$ cat src/rtl/tpc_pkg.sv
package tpc_pkg;

    // Fine-map index width (512 cells per side), altitude width
    parameter int XY_W     = 9;
    parameter int Z_W      = 12;
    // Coarse cell covers 2**POOL_SH fine cells per side
    parameter int POOL_SH  = 4;
    // Path points including start and goal
    parameter int MAX_PTS  = 16;
    // Segments walked over the fine map
    parameter int FINE_SEGS = 2;

    localparam int MAX_MID = MAX_PTS - 2;
    localparam int CNT_W   = $clog2(MAX_PTS);

    typedef struct packed {
        logic [XY_W-1:0] x;
        logic [XY_W-1:0] y;
        logic [Z_W-1:0]  z;
    } point_t;

    typedef enum logic [1:0] {
        ST_IDLE   = 2'd0,
        ST_FINE   = 2'd1,
        ST_COARSE = 2'd2
    } mode_e;

    typedef enum logic [1:0] {
        PH_FETCH = 2'd0,
        PH_LOAD  = 2'd1,
        PH_ISSUE = 2'd2,
        PH_WALK  = 2'd3
    } phase_e;

    // Fine-map point to coarse-map point: drop the low index bits
    function automatic point_t to_coarse(input point_t p);
        point_t r;
        r   = p;
        r.x = p.x >> POOL_SH;
        r.y = p.y >> POOL_SH;
        return r;
    endfunction

    function automatic logic [CNT_W-1:0] clamp_mid(input logic [CNT_W-1:0] req);
        if (int'(req) > MAX_MID)
            return CNT_W'(MAX_MID);
        return req;
    endfunction

endpackage

$ cat src/rtl/tpc_ctrl.sv
module tpc_ctrl
    import tpc_pkg::*;
(
    input  logic             clk,
    input  logic             rst,
    input  logic             chk_en,
    input  logic [CNT_W-1:0] mid_req,
    input  logic             cell_vld,
    input  logic             cell_last,
    input  logic             cell_blocked,
    output mode_e            mode,
    output phase_e           phase,
    output logic [CNT_W-1:0] seg_idx,
    output logic [CNT_W-1:0] mid_num,
    output logic             capture,
    output logic             advance,
    output logic             hit_flag,
    output logic             pass_flag
);
    logic             cell_take;
    logic             last_seg;
    logic [CNT_W-1:0] next_idx;

    assign capture   = (mode == ST_IDLE) && chk_en;
    assign cell_take = (mode != ST_IDLE) && (phase == PH_WALK) && cell_vld;
    assign last_seg  = (seg_idx == mid_num);
    assign next_idx  = seg_idx + CNT_W'(1);
    assign advance   = cell_take && !cell_blocked && cell_last && !last_seg;

    always_ff @(posedge clk) begin
        if (rst) begin
            mode      <= ST_IDLE;
            phase     <= PH_FETCH;
            seg_idx   <= '0;
            mid_num   <= '0;
            hit_flag  <= 1'b0;
            pass_flag <= 1'b0;
        end else if (capture) begin
            mode      <= ST_FINE;
            phase     <= PH_FETCH;
            seg_idx   <= '0;
            mid_num   <= clamp_mid(mid_req);
            hit_flag  <= 1'b0;
            pass_flag <= 1'b0;
        end else if (mode != ST_IDLE) begin
            case (phase)
                PH_FETCH: phase <= PH_LOAD;
                PH_LOAD:  phase <= PH_ISSUE;
                PH_ISSUE: phase <= PH_WALK;
                default: begin
                    if (cell_take) begin
                        if (cell_blocked) begin
                            hit_flag <= 1'b1;
                            mode     <= ST_IDLE;
                            phase    <= PH_FETCH;
                        end else if (cell_last) begin
                            if (last_seg) begin
                                pass_flag <= 1'b1;
                                mode      <= ST_IDLE;
                                phase     <= PH_FETCH;
                            end else begin
                                seg_idx <= next_idx;
                                phase   <= PH_FETCH;
                                mode    <= (int'(next_idx) >= FINE_SEGS) ? ST_COARSE : ST_FINE;
                            end
                        end
                    end
                end
            endcase
        end
    end
endmodule

$ cat config.mk
export PLATFORM = sky130hd
export DESIGN_NAME = tpc_ctrl
export DESIGN_NICKNAME = d
export VERILOG_FILES = /design/src/rtl/tpc_pkg.sv /design/src/rtl/tpc_ctrl.sv
export SDC_FILE = /design/constraint.sdc
export NUM_CORES = 1
export LEC_CHECK = 0
export BUFFER_PORTS_ARGS = -buffer_cell sky130_fd_sc_hd__buf_2
export CAP_MARGIN = 20
export CORE_MARGIN = 4
export CORE_UTILIZATION = 55
export CTS_BUF_LIST = sky130_fd_sc_hd__clkbuf_2
export CTS_CLUSTER_DIAMETER = 60
export DETAILED_ROUTE_END_ITERATION = 7
export PLACE_DENSITY = 0.93
export RECOVER_POWER = 100
export SKIP_LAST_GASP = 1
export SYNTH_ARGS = -nofsm -noshare
export SYNTH_HDL_FRONTEND = slang
export SYNTH_SLANG_ARGS = --single-unit
export TNS_END_PERCENT = 20
$ cat constraint.sdc
create_clock -name clk -period 3.3 [get_ports clk]
set_input_delay 0.33 -clock clk [delete_from_list [all_inputs] [get_ports clk]]
set_output_delay 0.33 -clock clk [all_outputs]
set_load 0.02 [all_outputs]
Word level (Yosys, flattened, before mapping):

Index checks and enable logic that the tools add are counted.

* output and inout bits: 16
* register bits: 14

* eq/ne operators: 5
* reductions and logical operators: 25
* bitwise logic cells: 3
* magnitude comparators: 2
* add/subtract/negate cells: 1
* mux-type cells: 17

Operators by type and width (count)
* two-way mux 2 bit: 7
* AND reduction 4 bit: 3
* AND reduction 6 bit: 2
* two-way mux 4 bit: 2
* nonzero test 2 bit: 4
* two-way mux 1 bit: 7
* logical AND 1 bit: 6
* case mux 2 bit (3 select lines): 1
* nonzero test 5 bit: 1
* adder 4 x 1 -> 4 bit (second input constant): 1
* equality test 2 bit (second input constant): 2
* equality test 4 bit: 1
* greater-or-equal comparator 4 x 2 -> 1 bit (second input constant): 1
* greater-than comparator 4 bit (second input constant): 1
* zero test 2 bit: 2
* nonzero test 4 bit: 1
* inverter 1 bit: 3
* AND reduction 3 bit: 1
* nonzero test 3 bit: 1
* OR reduction 3 bit: 1
* equality test 2 x 1 -> 1 bit (second input constant): 1
* zero test 1 bit: 2
* inequality test 2 x 1 -> 1 bit (second input constant): 1
* OR reduction 2 bit: 1

Longest topological paths before layout:

Gate-level depths: netlist of run 1.

* depth after elaboration: 10
* gate-level depth with buffers: 6

Worst setup path after synthesis of run 1:

Ideal clock, no wire load.

* path kind: reg-to-output
* start point: reg seg_idx[0]
* end point: out advance
* cell stages (with the launch flop): 5
* arrival time: 1.703 ns
* path slack: 1.267 ns
* cell sequence: dfxtp_1 -> xor2_1 -> nor4_1 -> buf_4 -> nor4b_1

* longest elaborated chain between the ends: 3

RTL lines
* start, declared: RTL line tpc_ctrl.sv:13 `output logic [CNT_W-1:0] seg_idx,`
* start signal, assigned: RTL line tpc_ctrl.sv:62 `seg_idx <= next_idx;`
* equality test 4 bit: RTL line tpc_ctrl.sv:26 `assign last_seg = (seg_idx == mid_num);`
* zero test 1 bit: RTL line tpc_ctrl.sv:28 `assign advance = cell_take && !cell_blocked && cell_last && !last_seg;`
* logical AND 1 bit: RTL line tpc_ctrl.sv:28
* end, declared: RTL line tpc_ctrl.sv:16 `output logic advance,`

No other way between the ends.

Final worst setup path of run 1:

Ends and elaborated chain as after synthesis.

==> impl_metrics.ini, run 1 <==
[timing]
timing.final.ws_setup_ps = 1260
max_freq_ghz = 0.491
drv_slew = 0
hold_ws_ps = 295
layout_min_cycle_time_ps = 2040
period_share = 0.618
slew_headroom = 0.680
setup_viol = 0
rsz0062_at_grt = no
skew_ps = 3.03
worst_pin_slew_ps = 480
hold_viol_final = 0
tns_ps = 0

[logic_synthesis]
yosysTopAreaCellShare = 0.350
ys_ff_latch = 14
async_reset_ff_frac = 0
synth-edff-count = 0
ys_seq_area_frac = 0.350
synth_cell_types = 32
synth_area_leader_cell = dfxtp_1
syn_nets = 106
avgSynthCellArea_um2 = 9.00
synth_area_um2 = 801
netlist_top_cells_area = dfxtp_1 (35%), ha_1 (11%), mux2i_1 (6.3%)
synth_cells = 89
synth-main-ff-cell = dfxtp_1
synth_warnings = 0

[cts]
htree_levels = 1
holdBufCountCts = 0
ctsResizeCount = 0
tritoncts = done
clk_path_buf_depth = 2
post_cts_buffers = 0
clockRootBuffer = clkbuf_2
cts_buffers = 3
clkSinkCount = 14
path_clk_slew_ps = 140
clock_latency_ps = 260

[global_routing]
grt_overflow_total = 0
grt.total_usage = 0.188
grt_pass1_vias = 663
grt_max_degree = 13
grt_pass1_wl_um = 2900
antenna_found_initial = 0

[critical_path]
slowest_delay_ps = 490
crit_type = reg2out
cp_max_fo = 12
critPathLaunchType = flop
arrival_ps = 1710
endpoint_kind = primary output
worst_path_max_delay_cell = dfxtp_1
required_ps = 2970
crit_path_cell_trace = xor2_1 -> nor4_1 -> buf_4 -> nor4b_1 -> clkbuf_1

[die]
pin_count = 26
die_y_um = 46.2
die_x_um = 46.2
coreArea_mm2 = 0.00133
rows = 13
dieArea_mm2 = 0.00213
start_util = 0.600

[flow_run]
drv_cap = 0

[power_and_ir_drop]
power.switching_w = 0.0000936
leakagePower_nw = 0.371
max-vdd-ir-drop_v = 0.000347
seq_power_share = 0.573
combPwrFrac = 0.178
clock_power_share = 0.250
power.density_mw_per_mm2 = 337
swShare = 0.297
p_int_w = 0.000221

[routing]
route.vias.total = 760
drtAntennaViolNets = 0
drt_iter0_markers = 8
routed_via_density = 5.80
dr.pass1.iters = 5
wl_per_cell_um = 13.5
drt_wl_total_um = 1760
drc = 0

[layout]
layout.nets = 134
antenna_cells = 0
final_layout_size_suffix_gt1_frac = 0.129
utilization = 0.700
area_growth_pct = 16.6

[placed_design]
post-dp-hpwl_um = 1390
gp_congestion = 0.824
io_buffers = 25
pre_cts_ws_ps = 1550

[run_status]
status = finished, final reports clean

[min_path]
min_path_type = in2reg
worst paths after layout:
kind | from | endpoint | slack [ps] | cells past startpoint
setup / recovery | seg_idx[0] | advance | 1260 | 5
hold / removal | rst | mid_num[0] | 300 | 2
setup reg to reg | phase[0] | phase[0] | 1510 | 6
hold reg to reg | pass_flag | pass_flag | 510 | 2
layer usage:
metal  GRT usage  vias up  wire length (um)
met5           0        -                 0
met4      0.0739        0                27
met3      0.0234        4                99
met2       0.343       24               914
met1       0.217      355               720
li1            -      377                 -
power groups by stage:
stage               Sequential (W)   Clock, W  Combinational, W
global route              0.000181  0.0000877         0.0000622
floorplan                 0.000189          0         0.0000322
global placement          0.000183          0         0.0000555
CTS                       0.000180  0.0000809         0.0000580
detailed placement        0.000184          0         0.0000578
finish                    0.000180  0.0000786         0.0000560
metrics by stage:
step / total power (W) / instances / area (um^2)
final: 0.000315 / 131 / 933
after global routing: 0.000331 / 131 / 933
after CTS: 0.000319 / 131 / 953
after detailed placement: 0.000242 / 127 / 935
after global placement: 0.000239 / 127 / 935
after floorplan: 0.000222 / 89 / 801
placed cells by master, fill, tap and decap left out, types with 3 or more instances in the layout:
master	count
mux2i_1	5
clkbuf_2	3
nor2_1	10
ha_1	7
inv_1	5
a21oi_1	6
buf_2	9
xor2_1	4
or3_1	3
clkbuf_1	16
dfxtp_1	14
nand3_1	3
synth_stat cells, drive strengths merged (3+ instances only):
master  number
ha           7
buf          3
a21oi        6
dfxtp       14
xor2         4
o21ai        4
nand3        4
or3          3
nor2        10
inv          5
mux2i        5
final cells by class:
| type | count | area [um^2] |
|---|---|---|
| flip-flops and latches | 14 | 280 |
| fillers | 120 | 400 |
| clock inverters | 1 | 3.75 |
| multi-input cells | 67 | 484 |
| inverters | 5 | 18.8 |
| repair buffers | 26 | 113 |
| clock buffers | 3 | 15.0 |
| well taps | 15 | 18.8 |
logic make-up (layout without fill, tap and decap cells):
kind of cell | Yosys count | after routing | synth area share
adders and majority gates | 7 | 7 | 0.109
AOI/OAI and AO/OA | 19 | 19 | 0.153
buffers and inverters | 8 | 35 | 0.0453
muxes | 5 | 5 | 0.0625
xor gates and xnor gates | 5 | 5 | 0.0547
DFF | 14 | 14 | 0.350
and+or+nand+nor | 31 | 31 | 0.225
sequential cells by signal, indices dropped and copies added, names as in the netlist:
name       count
seg_idx        4
mid_num        4
phase          2
pass_flag      1
hit_flag       1
mode           2
worst max-delay path, delay by kind of cell, from the launching register on:
family / cells / cell delay [ps]
xor gates and xnor gates: 1 / 180
DFF: 1 / 490
buffers and inverters: 2 / 440
and+or+nand+nor: 2 / 340
No activity file was read; power rests on OpenSTA's default activity.
==> inputs of run 2 (changes only) <==
Settings changed: CORE_UTILIZATION 55 to 46, PLACE_DENSITY 0.93 to 0.83.
Clock period 3.3 ns to 1.7 ns, I/O delays scaled along.
==> run 2 against run 1 <==
  * Setup slack got worse by 1200 ps
  * Sequential power increased by 94%
  * Design area increased by 12%
  * Highest routed layer unchanged
  * Largest power group unchanged
  * Critical path depth increased by 1
  * Critical path type is now reg2reg
  * Core utilization decreased by 3.6 points
  * Clock power increased by 91%
  * Via count increased by 7.5%
  * Cell count increased by 6.9%
==> impl_metrics.ini, run 2 (synthesized netlist as in run 1, its figures left out) <==
[cts]
tritoncts = done
clkSinkCount = 14
clk_path_buf_depth = 2
clockRootBuffer = clkbuf_2
path_clk_slew_ps = 130
cts_buffers = 3
clock_latency_ps = 280
htree_levels = 1
holdBufCountCts = 0

[die]
rows = 14
pin_count = 26
die_y_um = 49.7
die_x_um = 49.7
start_util = 0.508
dieArea_mm2 = 0.00247
coreArea_mm2 = 0.00158

[layout]
multi_input_area_um2 = 502
layout.nets = 142
final_layout_size_suffix_gt1_frac = 0.395
fill_cells = 121
seq_area_um2 = 294
mostFrequentLayoutCell = buf_2
reg_top3 = mid_num: 4 flops, seg_idx: 4 flops
layout_common_cells = buf_2 (22), nor2_1 (10), buf_4 (10)
utilization = 0.663
antenna_cells = 0
area_growth_pct = 30.6

[timing]
period_share = 0.978
max_freq_ghz = 0.601
setup_viol = 0
rsz0062_at_grt = yes
hold_viol_final = 0
hold_ws_ps = 117
worst_pin_slew_ps = 363
skew_ps = 21.0
slew_headroom = 0.756
layout_min_cycle_time_ps = 1660
drv_slew = 0

[global_routing]
grt_max_degree = 12
grt.total_usage = 0.176
grt_pass1_vias = 825
antenna_found_initial = 0
grt_overflow_total = 0
grt_pass1_wl_um = 3420

[placed_design]
io_buffers = 25
gp_congestion = 0.733
post-dp-hpwl_um = 1450

[min_path]
min_path_type = in2reg
hold_start = mid_req[0]

[run_status]
status = finished, final reports clean

[critical_path]
reg2reg_from = phase[0]
crit_type = reg2reg
required_ps = 1850
cp_max_fo = 6
arrival_ps = 1810
rrSetupSlack_ps = 40
critPathLaunchType = flop
critPathLaunch = phase[0]
endpoint_kind = flop

[routing]
drc = 0
drt_iter0_markers = 24
route.vias.total = 817
routed_via_density = 5.84
drtAntennaViolNets = 0
drt_wl_total_um = 1980
wl_per_cell_um = 14.2
dr.pass1.iters = 4

[power_and_ir_drop]
power.density_mw_per_mm2 = 599
p_int_w = 0.000442
combPwrFrac = 0.203
max-vdd-ir-drop_v = 0.000368
clock_power_share = 0.239
power_w = 0.000627
swShare = 0.295
leakagePower_nw = 0.479
power.switching_w = 0.000185
seq_power_share = 0.557

[flow_run]
drv_cap = 0
run 2: layout make-up:
class | count | area share
well taps | 16 | 0.0191
clock inverters | 1 | 0.00359
multi-input cells | 67 | 0.480
clock buffers | 3 | 0.0144
flip-flops and latches | 14 | 0.281
repair buffers | 34 | 0.184
inverters | 5 | 0.0179
run 2: metrics by stage:
step                      std cells  TNS [ps]  worst slack [ps]  area, um^2
after floorplan                  89         0              17.6         807
after global placement          132         0              70.5         972
after detailed placement        132     -37.7             -36.7         972
after CTS                       139         0              30.3        1030
after global routing            140      -152             -56.7        1050
final                           140         0              37.1        1050
run 2: per-layer routing:
metal,track usage,up-vias,wire (um)
met4,0.0876,0,29
met5,0,-,0
met1,0.199,371,855
met3,0.0602,10,149
met2,0.291,40,948
li1,-,396,-
run 2: power by group through the flow:
stage | logic (W) | registers (W) | clock network, W
floorplan | 0.0000634 | 0.000368 | 0
global placement | 0.000112 | 0.000356 | 0
detailed placement | 0.000116 | 0.000357 | 0
CTS | 0.000124 | 0.000349 | 0.000157
global route | 0.000139 | 0.000352 | 0.000172
finish | 0.000128 | 0.000350 | 0.000150
run 2: worst max-delay path, stage by stage, from the launching register on:
cell and delay, ps:
dfxtp_2 390, inv_1 80, ha_1 300, nor4_1 380, a211oi_2 120, mux2i_1 220, nor2_1 60
run 2: path summary, 6_finish.rpt:
| path | end | depth (start not counted) |
|---|---|---|
| hold / removal | mid_num[0] | 3 |
| setup / recovery | phase[0] | 6 |
| setup reg to reg | phase[0] | 6 |
| hold reg to reg | hit_flag | 2 |
run 2: what timing repair did:
item | CTS | global route
resized for setup | 9 | 4
pin swaps | 0 | 0
endpoints found under the setup margin | 3 | 6
hold endpoints to repair | 0 | 0
setup buffers | 3 | 1
==> inputs of run 3 (changes only) <==
==> constraint.sdc (replaced) <==
create_clock -name clk -period 1.7 [get_ports clk]
set_input_delay 0.085 -clock clk [delete_from_list [all_inputs] [get_ports clk]]
set_output_delay 0.085 -clock clk [all_outputs]
set_load 0.02 [all_outputs]
==> run 3 against run 2 <==
  * Register-to-register slack better by 40 ps
  * Combinational power is 5% lower
  * Critical path depth stayed put
  * Non-clock buffer count is 4 lower
  * Hold slack worse by 84 ps
  * Critical path type unchanged
  * Critical endpoint unchanged
  * Largest cell class unchanged
  * Highest routed layer unchanged
==> impl_metrics.ini, run 3 (synthesized netlist as in run 1, its figures left out) <==
[cts]
post_cts_buffers = 0
clockRootBuffer = clkbuf_2
holdBufCountCts = 0
cts_buffers = 3
htree_levels = 1
clkSinkCount = 14
clk_path_buf_depth = 2
path_clk_slew_ps = 130
clock_latency_ps = 280
tritoncts = done

[power_and_ir_drop]
max-vdd-ir-drop_v = 0.000368
clock_power_share = 0.241
seq_power_share = 0.564
power.density_mw_per_mm2 = 608
power_w = 0.000619
leakagePower_nw = 0.458
combPwrFrac = 0.195
power.switching_w = 0.000183
p_int_w = 0.000436
swShare = 0.296

[critical_path]
slowest_delay_ps = 390
crit_buf_inv = 1
cp.depth = 6
crit_path_cell_trace = inv_1 -> ha_1 -> nor4_2 -> a211oi_2 -> mux2i_1 -> nor2_1
critical-path-top-delay-family = flip-flops
cp_max_fo = 6
critPathLaunchType = flop
crit_type = reg2reg
arrival_ps = 1770
required_ps = 1850
endpoint_kind = flop
ff2ff_path_depth = 6
worst_path_max_delay_cell = dfxtp_2

[timing]
slew_headroom = 0.779
setup_viol = 0
drv_slew = 0
max_freq_ghz = 0.617
tns_ps = 0
worst_pin_slew_ps = 330
rsz0062_at_grt = yes
period_share = 0.954
layout_min_cycle_time_ps = 1620
hold_viol_final = 0
skew_ps = 21.5

[die]
dieArea_mm2 = 0.00247
die_x_um = 49.7
coreArea_mm2 = 0.00158
die_y_um = 49.7
pin_count = 26
start_util = 0.508
rows = 14

[min_path]
holdPathStages = 3
min_path_type = in2reg

[layout]
area_growth_pct = 27.2
antenna_cells = 0
final_layout_size_suffix_gt1_frac = 0.358
reg_top3 = mid_num: 4 flops, seg_idx: 4 flops
mostFrequentLayoutCell = buf_2
layout.nets = 138
layout_common_cells = buf_2 (22), nor2_1 (10), dfxtp_1 (8)
utilization = 0.646

[routing]
dr.pass1.iters = 5
drt_iter0_markers = 15
drc = 0
drt_wl_total_um = 1900
routed_via_density = 5.68
drtAntennaViolNets = 0
wl_per_cell_um = 13.9
route.vias.total = 773

[global_routing]
antenna_found_initial = 0
grt_pass1_vias = 774
grt_max_degree = 13
grt_overflow_total = 0
grt_pass1_wl_um = 3200
grt.total_usage = 0.165

[flow_run]
drv_cap = 0

[placed_design]
post-dp-hpwl_um = 1450
gp_congestion = 0.733
io_buffers = 25

[run_status]
status = finished, final reports clean
-- run 3: cell count changes in the layout (fill, tap and decap cells not counted), sizes merged --
cell	delta
buf	-4
-- run 3: layout make-up --
cell class,count,area (um^2)
clock inverters,1,3.75
multi-input cells,67,508
inverters,5,18.8
well taps,16,20.0
repair buffers,30,163
flip-flops and latches,14,290
fillers,130,558
clock buffers,3,15.0
-- run 3: stage by stage --
step                      cells  instance area, um^2  hold slack, ps  worst slack [ps]
final                       136                 1020            32.8              78.2
after global routing        136                 1020            30.8             -31.2
after CTS                   136                  992            37.9             -54.8
after detailed placement    132                  972             347             -36.7
after global placement      132                  972             336              70.5
after floorplan              89                  807             154              17.6
-- run 3: power groups by stage --
stage	Clock, W	Combinational (W)	Sequential [W]
4_1_cts	0.000157	0.000117	0.000350
5_1_grt	0.000172	0.000132	0.000351
3_3_place_gp	0	0.000112	0.000356
6_report	0.000150	0.000121	0.000349
2_1_floorplan	0	0.0000634	0.000368
3_5_place_dp	0	0.000116	0.000357
-- run 3: worst reg2reg max path, stage by stage, from the launching register on --
cell and delay [ps]:
dfxtp_2 390, inv_1 80, ha_1 330, nor4_2 330, a211oi_2 110, mux2i_1 210
nor2_1 60
-- run 3: path summary, 6_finish.rpt --
kind | startpoint | to | slack [ps]
hold / removal | mid_req[0] | mid_num[0] | 30
setup / recovery | phase[0] | phase[0] | 80
setup reg to reg | phase[0] | phase[0] | 80
hold reg to reg | hit_flag | hit_flag | 490
-- run 3: what timing repair did --
action / CTS / global route
resized for setup: 1 / 10
gates cloned: 0 / 0
endpoints found under the setup margin: 3 / 8
endpoints found under the hold margin: 0 / 0
-- run 3: routing by layer --
| metal | global-route usage | vias up | wire length (um) |
|---|---|---|---|
| met2 | 0.269 | 25 | 920 |
| met1 | 0.192 | 362 | 834 |
| li1 | - | 384 | - |
| met4 | 0.0783 | 0 | 18 |
| met5 | 0 | - | 0 |
| met3 | 0.0572 | 2 | 124 |
